--- src/rtl/i2c_adc_pkg.sv ---
// Package: shared types for the two-wire converter command front end.
// Assumes: a single system clock domain; all consumers import this package.
package i2c_adc_pkg;

    // Transfer phase of the slave byte engine.
    typedef enum logic [2:0] {
        ST_IDLE,
        ST_ADDR,
        ST_WRITE,
        ST_READ,
        ST_DEAF
    } link_state_e;

    // Decoded input-multiplexer and power configuration.
    typedef struct packed {
        logic       se;
        logic [2:0] pos;
        logic [2:0] neg;
        logic [1:0] pd;
    } mux_cfg_t;

endpackage

--- src/rtl/i2c_line_sync.sv ---
// Module: synchronises the bus clock and data lines and flags bus events.
// Assumes: lines are idle-high; STAGES >= 2. Events are combinational
// from registered values and hold for one cycle.
module i2c_line_sync #(
    parameter int STAGES = 2
) (
    input  logic clk,
    input  logic rst_n,
    input  logic scl_raw,
    input  logic sda_raw,
    output logic scl_q,
    output logic sda_q,
    output logic scl_rise,
    output logic scl_fall,
    output logic start_seen,
    output logic stop_seen
);
    localparam int TOP = STAGES - 1;

    logic [TOP:0] scl_pipe, sda_pipe;
    logic         scl_prev, sda_prev;

    // Synchroniser chains plus one history stage for edge detection.
    always_ff @(posedge clk) begin
        if (!rst_n) begin
            scl_pipe <= '1;
            sda_pipe <= '1;
            scl_prev <= 1'b1;
            sda_prev <= 1'b1;
        end else begin
            scl_pipe <= {scl_pipe[TOP-1:0], scl_raw};
            sda_pipe <= {sda_pipe[TOP-1:0], sda_raw};
            scl_prev <= scl_pipe[TOP];
            sda_prev <= sda_pipe[TOP];
        end
    end

    assign scl_q      = scl_pipe[TOP];
    assign sda_q      = sda_pipe[TOP];
    assign scl_rise   = scl_q & ~scl_prev;
    assign scl_fall   = ~scl_q & scl_prev;
    // Data moving while clock stays high is a control condition.
    assign start_seen = scl_q & scl_prev & sda_prev & ~sda_q;
    assign stop_seen  = scl_q & scl_prev & ~sda_prev & sda_q;

endmodule

--- src/rtl/adc_cmd_decode.sv ---
// Module: turns the stored command bits into multiplexer and power settings.
// Assumes: cmd holds byte bits 7..2 (mode, C2, C1, C0, PD1, PD0).
module adc_cmd_decode
    import i2c_adc_pkg::*;
(
    input  logic [5:0] cmd,
    output mux_cfg_t   cfg
);
    logic       c2;
    logic [1:0] pair;

    assign c2   = cmd[4];
    assign pair = cmd[3:2];

    // Channel routing: the pair plus polarity, or a shuffled single index.
    always_comb begin
        cfg.se = cmd[5];
        cfg.pd = cmd[1:0];
        if (cmd[5]) begin
            cfg.pos = {pair, c2};
            cfg.neg = 3'd0;
        end else begin
            cfg.pos = {pair, c2};
            cfg.neg = {pair, ~c2};
        end
    end

endmodule

--- src/rtl/adc_result_framer.sv ---
// Module: picks one of the two read bytes from a held conversion result.
// Assumes: LO_W result bits fill the top of the second byte; the rest
// fill the bottom of the first byte (RES_W - LO_W <= 8).
module adc_result_framer #(
    parameter int RES_W = 10,
    parameter int LO_W  = 6
) (
    input  logic [RES_W-1:0] res,
    input  logic             second,
    output logic [7:0]       tx_byte
);
    localparam int HI_W = RES_W - LO_W;

    // Zero padding above the high part, below the low part.
    always_comb begin
        if (second) tx_byte = {res[LO_W-1:0], {(8-LO_W){1'b0}}};
        else        tx_byte = {{(8-HI_W){1'b0}}, res[RES_W-1:LO_W]};
    end

endmodule

--- src/rtl/i2c_adc_cmd_slave.sv ---
// Module: two-wire slave that takes converter commands and returns results.
// Assumes: system clock at least ~10x the bus clock; address prefix and
// strap match; SDA is only changed by this block while SCL is low.
module i2c_adc_cmd_slave
    import i2c_adc_pkg::*;
#(
    parameter logic [4:0] ADDR_PREFIX = 5'b10010,
    parameter int         RES_W       = 10,
    parameter int         SYNC_STAGES = 2
) (
    input  logic             clk,
    input  logic             rst_n,
    input  logic [1:0]       strap_a,
    input  logic             scl_in,
    input  logic             sda_in,
    output logic             sda_oe,
    input  logic [RES_W-1:0] adc_result,
    output logic             se_mode,
    output logic [2:0]       chan_pos,
    output logic [2:0]       chan_neg,
    output logic [1:0]       pd_mode,
    output logic             conv_start
);
    localparam logic [3:0] ACK_SLOT = 4'd8;
    localparam logic [3:0] ACK_DONE = 4'd9;

    logic             scl_s, sda_s, scl_rise, scl_fall, start_seen, stop_seen;
    link_state_e      state;
    logic [3:0]       bit_cnt;
    logic [7:0]       shreg;
    logic [5:0]       cmd_q;
    logic [1:0]       strap_q;
    logic [RES_W-1:0] res_q;
    logic             byte_sel, mack, in_deaf;
    logic [7:0]       tx_byte;
    mux_cfg_t         cfg;

    i2c_line_sync #(.STAGES(SYNC_STAGES)) u_sync (
        .clk(clk), .rst_n(rst_n), .scl_raw(scl_in), .sda_raw(sda_in),
        .scl_q(scl_s), .sda_q(sda_s), .scl_rise(scl_rise), .scl_fall(scl_fall),
        .start_seen(start_seen), .stop_seen(stop_seen)
    );

    adc_cmd_decode u_dec (.cmd(cmd_q), .cfg(cfg));

    adc_result_framer #(.RES_W(RES_W)) u_frame (
        .res(res_q), .second(byte_sel), .tx_byte(tx_byte)
    );

    assign se_mode  = cfg.se;
    assign chan_pos = cfg.pos;
    assign chan_neg = cfg.neg;
    assign pd_mode  = cfg.pd;
    assign in_deaf  = (state == ST_DEAF);

    // Byte engine: bit counting on SCL edges, address match, ack and data drive.
    always_ff @(posedge clk) begin
        if (!rst_n) begin
            strap_q    <= strap_a;
            state      <= ST_IDLE;
            bit_cnt    <= '0;
            shreg      <= '0;
            cmd_q      <= '0;
            res_q      <= '0;
            byte_sel   <= 1'b0;
            mack       <= 1'b0;
            sda_oe     <= 1'b0;
            conv_start <= 1'b0;
        end else begin
            conv_start <= 1'b0;
            if (start_seen) begin
                state   <= ST_ADDR;
                bit_cnt <= '0;
                sda_oe  <= 1'b0;
            end else if (stop_seen) begin
                state   <= ST_IDLE;
                bit_cnt <= '0;
                sda_oe  <= 1'b0;
            end else if (state != ST_IDLE) begin
                if (scl_rise) begin
                    if (bit_cnt < ACK_SLOT) shreg <= {shreg[6:0], sda_s};
                    else                    mack  <= ~sda_s;
                    if (bit_cnt != ACK_DONE) bit_cnt <= bit_cnt + 4'd1;
                end
                if (scl_fall) begin
                    if (bit_cnt == ACK_SLOT) begin
                        case (state)
                            ST_ADDR: begin
                                if (shreg[7:1] == {ADDR_PREFIX, strap_q}) begin
                                    sda_oe <= 1'b1;
                                    if (shreg[0]) begin
                                        state    <= ST_READ;
                                        res_q    <= adc_result;
                                        byte_sel <= 1'b0;
                                    end else begin
                                        state <= ST_WRITE;
                                    end
                                end else begin
                                    state <= ST_DEAF;
                                end
                            end
                            ST_WRITE: begin
                                cmd_q      <= shreg[7:2];
                                conv_start <= 1'b1;
                                sda_oe     <= 1'b1;
                            end
                            ST_READ: begin
                                sda_oe   <= 1'b0;
                                byte_sel <= ~byte_sel;
                            end
                            default: ;
                        endcase
                    end else if (bit_cnt == ACK_DONE) begin
                        bit_cnt <= '0;
                        // After the address ack the line was held low by this
                        // block, so mack reads as an acknowledge there too.
                        if (state == ST_READ && mack) begin
                            sda_oe <= ~tx_byte[7];
                        end else begin
                            sda_oe <= 1'b0;
                            if (state == ST_READ) state <= ST_DEAF;
                        end
                    end else if (bit_cnt != 4'd0 && state == ST_READ) begin
                        sda_oe <= ~tx_byte[3'd7 - bit_cnt[2:0]];
                    end
                end
            end
        end
    end

endmodule

--- config.mk ---
export PLATFORM = sky130hd
export DESIGN_NAME = i2c_adc_cmd_slave
export DESIGN_NICKNAME = d
export VERILOG_FILES = /design/src/rtl/i2c_adc_pkg.sv /design/src/rtl/i2c_line_sync.sv /design/src/rtl/adc_cmd_decode.sv /design/src/rtl/adc_result_framer.sv /design/src/rtl/i2c_adc_cmd_slave.sv
export SDC_FILE = /design/constraint.sdc
export NUM_CORES = 1
export LEC_CHECK = 0
export BUFFER_PORTS_ARGS = -buffer_cell sky130_fd_sc_hd__buf_4
export CORE_UTILIZATION = 60
export CTS_CLUSTER_DIAMETER = 120
export DETAILED_ROUTE_END_ITERATION = 16
export PLACE_DENSITY = 0.83
export REMOVE_ABC_BUFFERS = 1
export SLEW_MARGIN = 20
export SYNTH_ARGS = -nofsm -noshare
export SYNTH_HDL_FRONTEND = slang
export SYNTH_SLANG_ARGS = --single-unit
export TNS_END_PERCENT = 5
--- constraint.sdc ---
create_clock -name clk -period 5.52 [get_ports clk]
set_input_delay 0.552 -clock clk [delete_from_list [all_inputs] [get_ports clk]]
set_output_delay 0.552 -clock clk [all_outputs]
set_load 0.005 [all_outputs]
==> results of run 1 <==
## metrics by stage
stage	area [µm²]	hold slack, ps	std cells	worst slack, ps	util
final	2260	375	278	3250	0.728
after global routing	2260	340	278	3120	0.728
after CTS	2260	360	278	3310	0.728
after detailed placement	2210	397	270	3330	0.712
after global placement	2210	389	270	3370	0.712
after floorplan	1950	386	199	2490	-
## layout by cell type, fill, tap and decap left out, drive strengths merged, types with 2 or more instances in the layout
master	n
dfxtp	41
edfxtp	2
nor2b	3
clkbuf	7
mux2	2
mux2i	28
nor2	40
and3b	4
a21oi	4
o21ai	4
clkinv	2
nor3	4
inv	4
ha	3
o311ai	2
xnor2	4
nor4	4
buf	27
nand2	11
nand3	4
or4b	2
o22ai	2
a211oi	3
nor4b	2
nand3b	2
nand2b	10
## final cells by class
| class | count | area, µm² |
|---|---|---|
| Inverter | 5 | 18.8 |
| Sequential cell | 43 | 881 |
| Tap cell | 44 | 55.1 |
| Timing Repair Buffer | 27 | 203 |
| Clock inverter | 1 | 5.00 |
| Multi-Input combinational cell | 151 | 1050 |
| Clock buffer | 7 | 45.0 |
| Fill cell | 262 | 843 |
## per-layer routing
layer,up-vias,GRT usage,part of all wire
met1,743,0.310,0.44
li1,785,-,-
met3,6,0.0742,0.040
met4,0,0.106,0.015
met5,-,0,0
met2,29,0.445,0.50
## flip-flops by register name, summed over array words and instances (netlist names)
register,cells
mack,1
res_q,10
u_sync.scl_prev,1
cmd_q,6
conv_start,1
u_sync.scl_pipe,2
shreg,8
sda_oe,1
byte_sel,1
u_sync.sda_pipe,2
u_sync.sda_prev,1
state,3
strap_q,2
bit_cnt,4
## Yosys cell counts (3+ instances only)
cell	count	area share
sky130_fd_sc_hd__a21oi_1	4	0.010
sky130_fd_sc_hd__and3b_1	4	0.018
sky130_fd_sc_hd__clkbuf_1	5	0.0094
sky130_fd_sc_hd__dfxtp_1	41	0.41
sky130_fd_sc_hd__ha_1	3	0.019
sky130_fd_sc_hd__inv_1	4	0.0075
sky130_fd_sc_hd__mux2i_1	28	0.14
sky130_fd_sc_hd__nand2_1	11	0.021
sky130_fd_sc_hd__nand2b_1	10	0.031
sky130_fd_sc_hd__nand3_1	4	0.010
sky130_fd_sc_hd__nor2_1	40	0.075
sky130_fd_sc_hd__nor2b_1	3	0.0094
sky130_fd_sc_hd__nor3_1	4	0.010
sky130_fd_sc_hd__nor4_1	3	0.0094
sky130_fd_sc_hd__o21ai_0	4	0.010
sky130_fd_sc_hd__xnor2_1	4	0.018
## cell families after synthesis
group	after synthesis
fa+ha+maj	3
buf+inv	14
xor+xnor	5
mux	31
simple gates	90
flops	43
compound gates	22
## worst paths after layout
| check | from | end | slack, ps | cells after the start |
|---|---|---|---|---|
| setup / recovery | bit_cnt[0] | bit_cnt[3] | 3250 | 5 |
| hold / removal | strap_a[0] | strap_q[0] | 370 | 1 |
| setup reg to reg | bit_cnt[0] | bit_cnt[3] | 3250 | 5 |
| hold reg to reg | u_sync.scl_pipe[0] | u_sync.scl_pipe[1] | 420 | 1 |
## power by group through the flow
| stage | combinational, W | clock, W | sequential [W] |
|---|---|---|---|
| finish | 0.0000202 | 0.000145 | 0.000318 |
| detailed placement | 0.0000201 | 0 | 0.000325 |
| global route | 0.0000221 | 0.000164 | 0.000318 |
| floorplan | 0.00000854 | 0 | 0.000324 |
| global placement | 0.0000197 | 0 | 0.000324 |
| CTS | 0.0000202 | 0.000149 | 0.000318 |
==> impl_summary.txt, run 1 <==
----------------------------------------------------
[Clock tree]
  Sink Count ... between 40 and 50
  Resized cells post-CTS ... 0
  Number of buffers created by CTS ... 5
  Clock transition at the register clock pins on the worst setup and hold paths after CTS ... between 100 and 150 ps
  H-tree depth ... 2
  Post-CTS Setup Inserts ... 0
  Worst skew pair latency ... roughly 350 ps
  Clock tree from TritonCTS ... done
  Clock tree buffer depth ... 2
  Hold bufs inserted after CTS ... 0
  Clock Root Buffer ... sky130_fd_sc_hd__clkbuf_4

[Synthesis]
  Syn. warnings ... 0
  EDFF count, synth ... 2
  Post-synthesis share of cell area spent on and, or, nand and nor gates ... 0.235
  Fraction of the yosys area taken by sequential cells ... 0.442
  Complex-gate fraction of the synthesized area ... 0.0835
  Combinational family with the most area after synthesis ... simple AND/OR/NAND/NOR gates
  Portion of netlist area occupied by mux cells ... 0.165
  Post-synthesis instance area ... about 2000 µm²
  Synth unique cells ... 43
  Post-synthesis async set-or-reset flop share ... 0
  Gate Count Post-Synth ... 208
  Fraction of the mapped netlist area in adder cells ... 0.0188
  Total of flip-flops plus latches after synthesis ... 43
  Top FF cell, synth ... sky130_fd_sc_hd__dfxtp_1
  Fraction of synthesized cell area in xor and xnor cells ... 0.0220
  Synth Area per Inst ... between 9 and 10 µm²

[STA]
  Clk_skew ... a little over 9 ps
  Fin. max-slew vios ... 0
  Setup repair after global routing missed its margin ... no
  Worst-margin pin slew ... around 920 ps
  Final setup fails ... 0
  Fraction of the cycle the final worst path needs ... 0.411
  Total negative setup slack ... 0 ps
  Post-layout minimum cycle time ... 2270 ps
  Highest Clock Rate ... 0.441 GHz
  Final-report hold violation count ... 0
  Slew headroom ... 0.380

[Global route]
  Largest net degree at the start of global routing ... 28
  Via count of the first global-routing pass ... approximately 1,500
  Total grt overflow ... 0
  Wire length of the first global-routing pass ... 6690 µm
  Total track usage ... 0.262
  Number of antenna violations at the first check in global routing ... 0

[Power]
  Highest ir drop seen on vdd ... 200 µV
  Power density over the cells ... 214 nW/µm²
  Part of the total power dissipated in combinational logic ... 0.042
  Clock Power Share ... 0.300
  Net Sw Power ... about 0.00011 W
  Sw frac ... 0.222
  Total design power ... 0.000483 W
  Leakage dissipation ... approximately 0.8 nW
  Sequential share of power ... 0.658
  Internal Dissipation ... roughly 0.00038 W

[Cells and area]
  Fraction of final layout cells with drive strength greater than 1 ... 0.184
  Growth of design area from synthesis to finish ... 13.4%
  Final nets ... between 200 and 300
  Diodes inserted ... 0

[Outcome]
  Outcome ... finished clean

[Route]
  Vias per std cell ... 5.62
  First-pass detailed-route iteration total ... 4
  Vias post-DR ... about 1,600
  DR DRC count ... 0
  Number of violations reported at the end of detailed-routing iteration 0 ... between 90 and 100
  DRT Wirelength ... slightly below 4000 µm
  WL per Instance ... roughly 14 µm
  Detail Route Antenna Nets ... 0

[Setup path]
  Arrival time at the worst endpoint ... 2490 ps
  Bufs and invs on worst path ... 0
  Critical Path Sink Type ... flop
  Longest individual stage delay on the worst path ... 740 ps
  CP max stage cell ... sky130_fd_sc_hd__o311ai_0
  Highest fanout seen on the critical path ... 12
  Worst-path cell chain ... ha_1, and3b_1, o21ai_0, o311ai_0, nor2_1
  Kind of cell adding the most delay to the critical path ... compound AO/OA/AOI/OAI gates
  Start-to-end type of the worst setup path ... reg -> reg
  Critical path required time ... 5740 ps
  Type of origin of the critical path ... flop

[Floorplan]
  Die outline area ... between 3000 and 4000 µm²
  Die Wd ... around 60 µm
  Chip Height ... slightly below 60 µm
  Std-Cell Rows ... 20
  Starting density of the core ... 0.642
  Top-Level Pins ... 27
  Core outline area ... around 3100 µm²

[Placed design]
  Final weighted congestion of routability-driven global placement ... ~0.84
  IO Port Bufs ... 26
  Half-perimeter wire length of the detailed placement result ... between 2000 and 3000 µm

[Min path]
  Hold Path Class ... in -> reg

[Run]
  Max_cap viols ... 0

----------------------------------------------------
No activity file was read; power rests on OpenSTA's default activity.
==> run 2: changes to the inputs <==
Settings changed: CORE_UTILIZATION 60 to 51, PLACE_DENSITY 0.83 to 0.75.
Clock period 5.52 ns to 1.9 ns, I/O delays scaled along.
==> impl_summary.txt, run 2 (same netlist as run 1, synthesis figures left out) <==
----------------------------------------------------
[STA]
  Setup repair after global routing missed its margin ... yes
  Final setup fails ... 0 (unchanged)
  Post-layout minimum cycle time ... 1860 ps (-407 ps)
  Highest Clock Rate ... 0.537 GHz (+22%)
  Slew headroom ... 0.657 (+0.277)
  Fraction of the cycle the final worst path needs ... 0.979 (+0.569)
  Fin. max-slew vios ... 0 (unchanged)
  Worst-margin pin slew ... 514 ps (-409 ps)
  Clk_skew ... 4.12 ps (-5.01 ps)
  Final-report hold violation count ... 0 (unchanged)

[Setup path]
  Reg2Reg Capture Point ... sda_oe
  Arrival time at the worst endpoint ... 2080 ps (-410 ps)
  Longest individual stage delay on the worst path ... 540 ps (-200 ps)
  Setup slack, reg-to-reg ... 40 ps (-3210 ps)
  Critical path capture point ... sda_oe
  Critical Path Sink Type ... flop
  CP max stage cell ... sky130_fd_sc_hd__or4b_4
  Most frequent cell on the critical path ... sky130_fd_sc_hd__or4b_4
  Worst-path cell chain ... or4b_4, or4b_4, o221ai_2, nor3_1, a211oi_2
  Number of stages on the worst setup path ... 5 (unchanged)
  Highest fanout seen on the critical path ... 2 (-10)
  Kind of cell adding the most delay to the critical path ... simple AND/OR/NAND/NOR gates
  Worst reg2reg path depth ... 5 (unchanged)
  Start-to-end type of the worst setup path ... reg -> reg
  Type of origin of the critical path ... flop
  Critical path required time ... 2120 ps (-3620 ps)
  Bufs and invs on worst path ... 0 (unchanged)
  Startpoint of the worst setup timing path ... bit_cnt[0]
  Crit Reg-Reg Startpoint ... bit_cnt[0]

[Cells and area]
  Largest register FFs ... 10 (unchanged)
  Most common library cell in the layout ignoring fill and taps ... sky130_fd_sc_hd__buf_4
  Commonest cells after routing, fill and taps aside ... sky130_fd_sc_hd__buf_4, sky130_fd_sc_hd__nor2_1, sky130_fd_sc_hd__dfxtp_1
  Registers with the most flip-flops ... res_q x10, shreg x8, cmd_q x6
  Fraction of final layout cells with drive strength greater than 1 ... 0.286 (+0.103)
  Post-Layout Inst Area ... 2540 µm² (+13%)
  Diodes inserted ... 0 (unchanged)
  Final standard cell count with taps included and fillers excluded ... 303 (+9.0%)
  Growth of design area from synthesis to finish ... 27.6%
  Final nets ... 273 (+8.3%)
  Register with the most flip-flops ... res_q
  Final core utilization ... 0.685 (-0.0437)

[Global route]
  Total track usage ... 0.233 (-0.0283)
  Number of antenna violations at the first check in global routing ... 0 (unchanged)
  Wire length of the first global-routing pass ... 7360 µm (+10%)
  Via count of the first global-routing pass ... 1,601 (+8.6%)
  Total grt overflow ... 0 (unchanged)
  Largest net degree at the start of global routing ... 15 (-46%)

[Power]
  Power density over the cells ... 678 nW/µm² (+220%)
  Highest ir drop seen on vdd ... 513 µV (+160%)
  Leakage dissipation ... 0.947 nW (+18%)
  Total design power ... 0.00172 W (+260%)

[Floorplan]
  Core outline area ... 3720 µm² (+20%)
  Chip Height ... 64.5 µm (+8.2%)
  Top-Level Pins ... 27 (unchanged)
  Starting density of the core ... 0.536 (-0.106)
  Die Wd ... 64.5 µm (+8.2%)
  Std-Cell Rows ... 22 (+10%)
  Die outline area ... 4160 µm² (+17%)

[Placed design]
  Count of placed standard cells including taps ... 293 (+8.5%)
  Half-perimeter wire length of the detailed placement result ... 3150 µm (+8.6%)
  IO Port Bufs ... 26 (unchanged)
  Final weighted congestion of routability-driven global placement ... 0.892 (+6.5%)
  Post-place instance area ... 2360 µm² (+6.7%)

[Clock tree]
  Clock tree from TritonCTS ... done
  Clock transition at the register clock pins on the worst setup and hold paths after CTS ... 80 ps (-40 ps)
  Number of buffers created by CTS ... 5 (unchanged)
  H-tree depth ... 2 (unchanged)
  Worst skew pair latency ... 300 ps (-50 ps)
  Sink Count ... 43 (unchanged)
  Hold bufs inserted after CTS ... 0 (unchanged)
  Clock Root Buffer ... sky130_fd_sc_hd__clkbuf_8
  Clock tree buffer depth ... 2 (unchanged)

[Route]
  Wire length on met2 ... 2160 µm (+9.2%)
  First-pass detailed-route iteration total ... 4 (unchanged)
  Max Used Layer ... met4
  DRT Wirelength ... 4410 µm (+12%)
  Vias per std cell ... 5.48 (-2.5%)
  Vias post-DR ... 1,661 (+6.3%)
  Detail Route Antenna Nets ... 0 (unchanged)
  DR DRC count ... 0 (unchanged)
  WL per Instance ... 14.6 µm (+2.9%)
  Routed length on met3 ... 226 µm (+45%)
  DRT met1 WL ... 1900 µm (+9.6%)
  Number of violations reported at the end of detailed-routing iteration 0 ... 111 (+12%)

[Run]
  Max_cap viols ... 0 (unchanged)

[Min path]
  Number of cells on the worst hold path ... 1 (unchanged)
  Hold Path Class ... in -> reg

[Outcome]
  Outcome ... finished clean

----------------------------------------------------
==> run 2: cell count changes in the layout (fill, tap and decap cells not counted), sizes merged <==
cell	previous run	this run
buf	27	48
bufinv	0	1
clkbuf	7	6
==> run 2: metal layers <==
layer  vias up  global-route usage
met5         -                   0
met4         0               0.100
met3        12              0.0599
met2        55               0.383
met1       768               0.288
li1        826                   -
==> run 2: area by class of cell <==
| class | instances | area, µm² |
|---|---|---|
| well taps | 48 | 60.1 |
| clock inverters | 2 | 35.0 |
| inverters | 5 | 18.8 |
| repair buffers | 48 | 364 |
| multi-input cells | 151 | 1100 |
| clock buffers | 6 | 82.6 |
| fillers | 302 | 1170 |
| flip-flops and latches | 43 | 885 |
==> run 2: worst min path at each step <==
stage	from	endpoint	slack, ps
2_1_floorplan	rst_n	u_sync.sda_prev	260
3_3_place_gp	strap_a[1]	strap_q[1]	370
3_5_place_dp	strap_a[0]	strap_q[0]	370
4_1_cts	strap_a[0]	strap_q[0]	60
5_1_grt	strap_a[0]	strap_q[0]	50
6_report	strap_a[0]	strap_q[0]	60
==> run 2: metrics by stage <==
| stage | hold WS, ps | setup slack (ps) | TNS (ps) |
|---|---|---|---|
| 2_1_floorplan | 259 | -1130 | -11440 |
| 3_3_place_gp | 369 | -16.3 | -48.2 |
| 3_5_place_dp | 370 | -12.1 | -15.0 |
| 4_1_cts | 57.9 | 5.71 | 0 |
| 5_1_grt | 54.0 | -28.7 | -37.7 |
| 6_report | 62.7 | 39.2 | 0 |
==> run 2: timing repair <==
item,4_1_cts,5_1_grt
pin swaps,4,5
cloned,1,0
setup buffers,1,0
setup endpoints to repair,9,23
endpoints found under the hold margin,0,0
gates resized for setup,10,8
==> run 2: power breakdown <==
part           internal [W]  switching, W  leakage [nW]
clock network      0.000425      0.000308        0.0612
registers          0.000916    0.00000515         0.351
logic             0.0000368     0.0000329         0.534
==> run 3: changes to the inputs <==
Settings changed: CORE_UTILIZATION 51 to 53, CTS_BUF_LIST set to sky130_fd_sc_hd__clkbuf_4, PLACE_DENSITY 0.75 to 0.77.
==> impl_summary.txt, run 3 (same netlist as run 1, synthesis figures left out) <==
----------------------------------------------------
[Route]
  Routed length on met3 ... 244 µm (+8.0%)
  Vias per std cell ... 5.50 (+0.30%)
  WL per Instance ... 15.1 µm (+4.0%)
  Detail Route Antenna Nets ... 0 (unchanged)
  First-pass detailed-route iteration total ... 5 (+1)
  DRT met1 WL ... 2030 µm (+6.7%)
  Wire length on met2 ... 2310 µm (+6.8%)
  Max Used Layer ... met4
  DRT Wirelength ... 4650 µm (+5.4%)
  DR DRC count ... 0 (unchanged)
  Number of violations reported at the end of detailed-routing iteration 0 ... 87 (-22%)
  Vias post-DR ... 1,688 (+1.6%)

[Setup path]
  Critical path required time ... 2200 ps (+80 ps)
  Longest individual stage delay on the worst path ... 550 ps (about the same)
  Start-to-end type of the worst setup path ... reg -> reg
  Type of origin of the critical path ... flop
  CP max stage cell ... sky130_fd_sc_hd__or4b_4
  Arrival time at the worst endpoint ... 2220 ps (+140 ps)
  Number of stages on the worst setup path ... 5 (unchanged)
  Critical Path Sink Type ... flop
  Worst-path cell chain ... or4b_4, or4b_4, o221ai_4, nor3_2, a211oi_2
  Kind of cell adding the most delay to the critical path ... simple AND/OR/NAND/NOR gates
  Most frequent cell on the critical path ... sky130_fd_sc_hd__or4b_4
  Worst reg2reg path depth ... 5 (unchanged)
  Bufs and invs on worst path ... 0 (unchanged)
  Highest fanout seen on the critical path ... 2 (unchanged)

[Global route]
  Total grt overflow ... 0 (unchanged)
  Via count of the first global-routing pass ... 1,651 (+3.1%)
  Wire length of the first global-routing pass ... 7350 µm (about the same)
  Total track usage ... 0.241 (+0.00737)
  Largest net degree at the start of global routing ... 28 (+13)
  Number of antenna violations at the first check in global routing ... 0 (unchanged)

[Clock tree]
  Clock tree buffer depth ... 2 (unchanged)
  Clock transition at the register clock pins on the worst setup and hold paths after CTS ... 130 ps (+50 ps)
  H-tree depth ... 2 (unchanged)
  Clock Root Buffer ... sky130_fd_sc_hd__clkbuf_4
  Sink Count ... 43 (unchanged)
  Clock tree from TritonCTS ... done
  Number of buffers created by CTS ... 5 (unchanged)
  Worst skew pair latency ... 360 ps (+60 ps)

[Placed design]
  Final weighted congestion of routability-driven global placement ... 0.852 (-4.4%)
  Half-perimeter wire length of the detailed placement result ... 3030 µm (-3.8%)
  Dpl ws ... -34.2 ps (-22.1 ps)
  Post-place instance area ... 2380 µm² (+0.85%)
  IO Port Bufs ... 26 (unchanged)

[STA]
  Post-layout minimum cycle time ... 1930 ps (+65.4 ps)
  Final-report hold violation count ... 0 (unchanged)
  Minimum setup slack in the final design ... -26.1 ps (-65.4 ps)
  Clk_skew ... 5.91 ps (+1.79 ps)
  Slew headroom ... 0.650 (-0.00686)
  Worst-margin pin slew ... 525 ps (+10.3 ps)
  Fin. max-slew vios ... 0 (unchanged)
  Final hold slack ... 56.6 ps (-6.11 ps)
  Highest Clock Rate ... 0.519 GHz (-3.4%)
  Fraction of the cycle the final worst path needs ... 1.01 (+0.0344)
  Final setup fails ... 1 (+1)
  Setup repair after global routing missed its margin ... yes

[Cells and area]
  Growth of design area from synthesis to finish ... 31.1%
  Most common library cell in the layout ignoring fill and taps ... sky130_fd_sc_hd__buf_4
  Final nets ... 279 (+2.2%)
  Post-Layout Inst Area ... 2610 µm² (+2.7%)
  Fraction of final layout cells with drive strength greater than 1 ... 0.314 (+0.0279)
  Diodes inserted ... 0 (unchanged)
  Register with the most flip-flops ... res_q
  Commonest cells after routing, fill and taps aside ... sky130_fd_sc_hd__buf_4, sky130_fd_sc_hd__nor2_1, sky130_fd_sc_hd__dfxtp_1
  Fillers ... 259 (-14%)
  Multi-input gate area ... 1140 µm² (+4.0%)
  Area occupied by registers ... 885 µm² (unchanged)
  Registers with the most flip-flops ... res_q x10, shreg x8, cmd_q x6
  Largest register FFs ... 10 (unchanged)

[Floorplan]
  Chip Height ... 63.3 µm (-1.8%)
  Die Wd ... 63.3 µm (-1.8%)
  Die outline area ... 4010 µm² (-3.7%)
  Core outline area ... 3470 µm² (-6.7%)
  Std-Cell Rows ... 21 (-4.5%)
  Starting density of the core ... 0.575 (+0.0383)
  Top-Level Pins ... 27 (unchanged)

[Power]
  Highest ir drop seen on vdd ... 501 µV (-2.5%)
  Leakage dissipation ... 0.959 nW (+1.2%)
  Power density over the cells ... 609 nW/µm² (-10%)

[Outcome]
  Violations in the final reports ... setup timing
  Outcome ... complete, but fails checks

[Run]
  Max_cap viols ... 0 (unchanged)

[Min path]
  Number of cells on the worst hold path ... 3 (+2)
  Hold Path Class ... in -> reg

----------------------------------------------------
## run 3: changes by cell type in the layout (fill, tap and decap cells not counted), moves of 2 or more
| cell | previous run | this run |
|---|---|---|
| sky130_fd_sc_hd__clkbuf_8 | 6 | 0 |
| sky130_fd_sc_hd__dlygate4sd3_1 | 0 | 4 |
| sky130_fd_sc_hd__buf_6 | 1 | 3 |
| sky130_fd_sc_hd__clkbuf_4 | 0 | 6 |
## run 3: what timing repair did
action / 4_1_cts / 5_1_grt
pin swaps: 1 / 2
endpoints found under the setup margin: 4 / 31
setup buffers: 0 / 0
hold endpoints to repair: 4 / 0
hold buffers: 4 / 0
gates cloned: 0 / 1
gates resized for setup: 4 / 26
## run 3: routing by layer
layer | vias up | global-route usage
li1 | 834 | -
met1 | 789 | 0.281
met2 | 57 | 0.400
met3 | 8 | 0.0634
met4 | 0 | 0.125
met5 | - | 0
## run 3: final timing paths
check	end	from	slack [ps]
max	sda_oe	bit_cnt[0]	-30
min	res_q[3]	adc_result[3]	60
max reg2reg	sda_oe	bit_cnt[0]	-30
min reg2reg	u_sync.sda_pipe[1]	u_sync.sda_pipe[0]	420
## run 3: worst min-delay path, delay by kind of cell
kind                   cells  cell delay, ps
buffers and inverters      1              70
multiplexers               1              50
AND/OR/NAND/NOR            1              70
## run 3: cell type report
cell class,count,share of cell area
timing repair buffer,54,0.163
clock buffer,6,0.0172
inverter,5,0.00718
clock inverter,2,0.0144
tap,46,0.0220
sequential,43,0.339
multi-input combinational,151,0.437
## run 3: metrics by stage
| stage | util | power [W] | std cells | setup TNS [ps] |
|---|---|---|---|---|
| finish | 0.753 | 0.00159 | 307 | -26.1 |
| global route | 0.753 | 0.00165 | 307 | -379 |
| CTS | 0.727 | 0.00160 | 306 | -19.6 |
| detailed placement | 0.685 | 0.00101 | 294 | -34.2 |
| global placement | 0.685 | 0.00101 | 294 | -107 |
| floorplan | - | 0.000967 | 199 | -11440 |
## run 3: power by group
part	switching [W]	internal, W	total, W
registers	0.00000451	0.000917	0.000922
clock network	0.000303	0.000292	0.000594
logic	0.0000345	0.0000413	0.0000758
total	0.000342	0.00125	0.00159
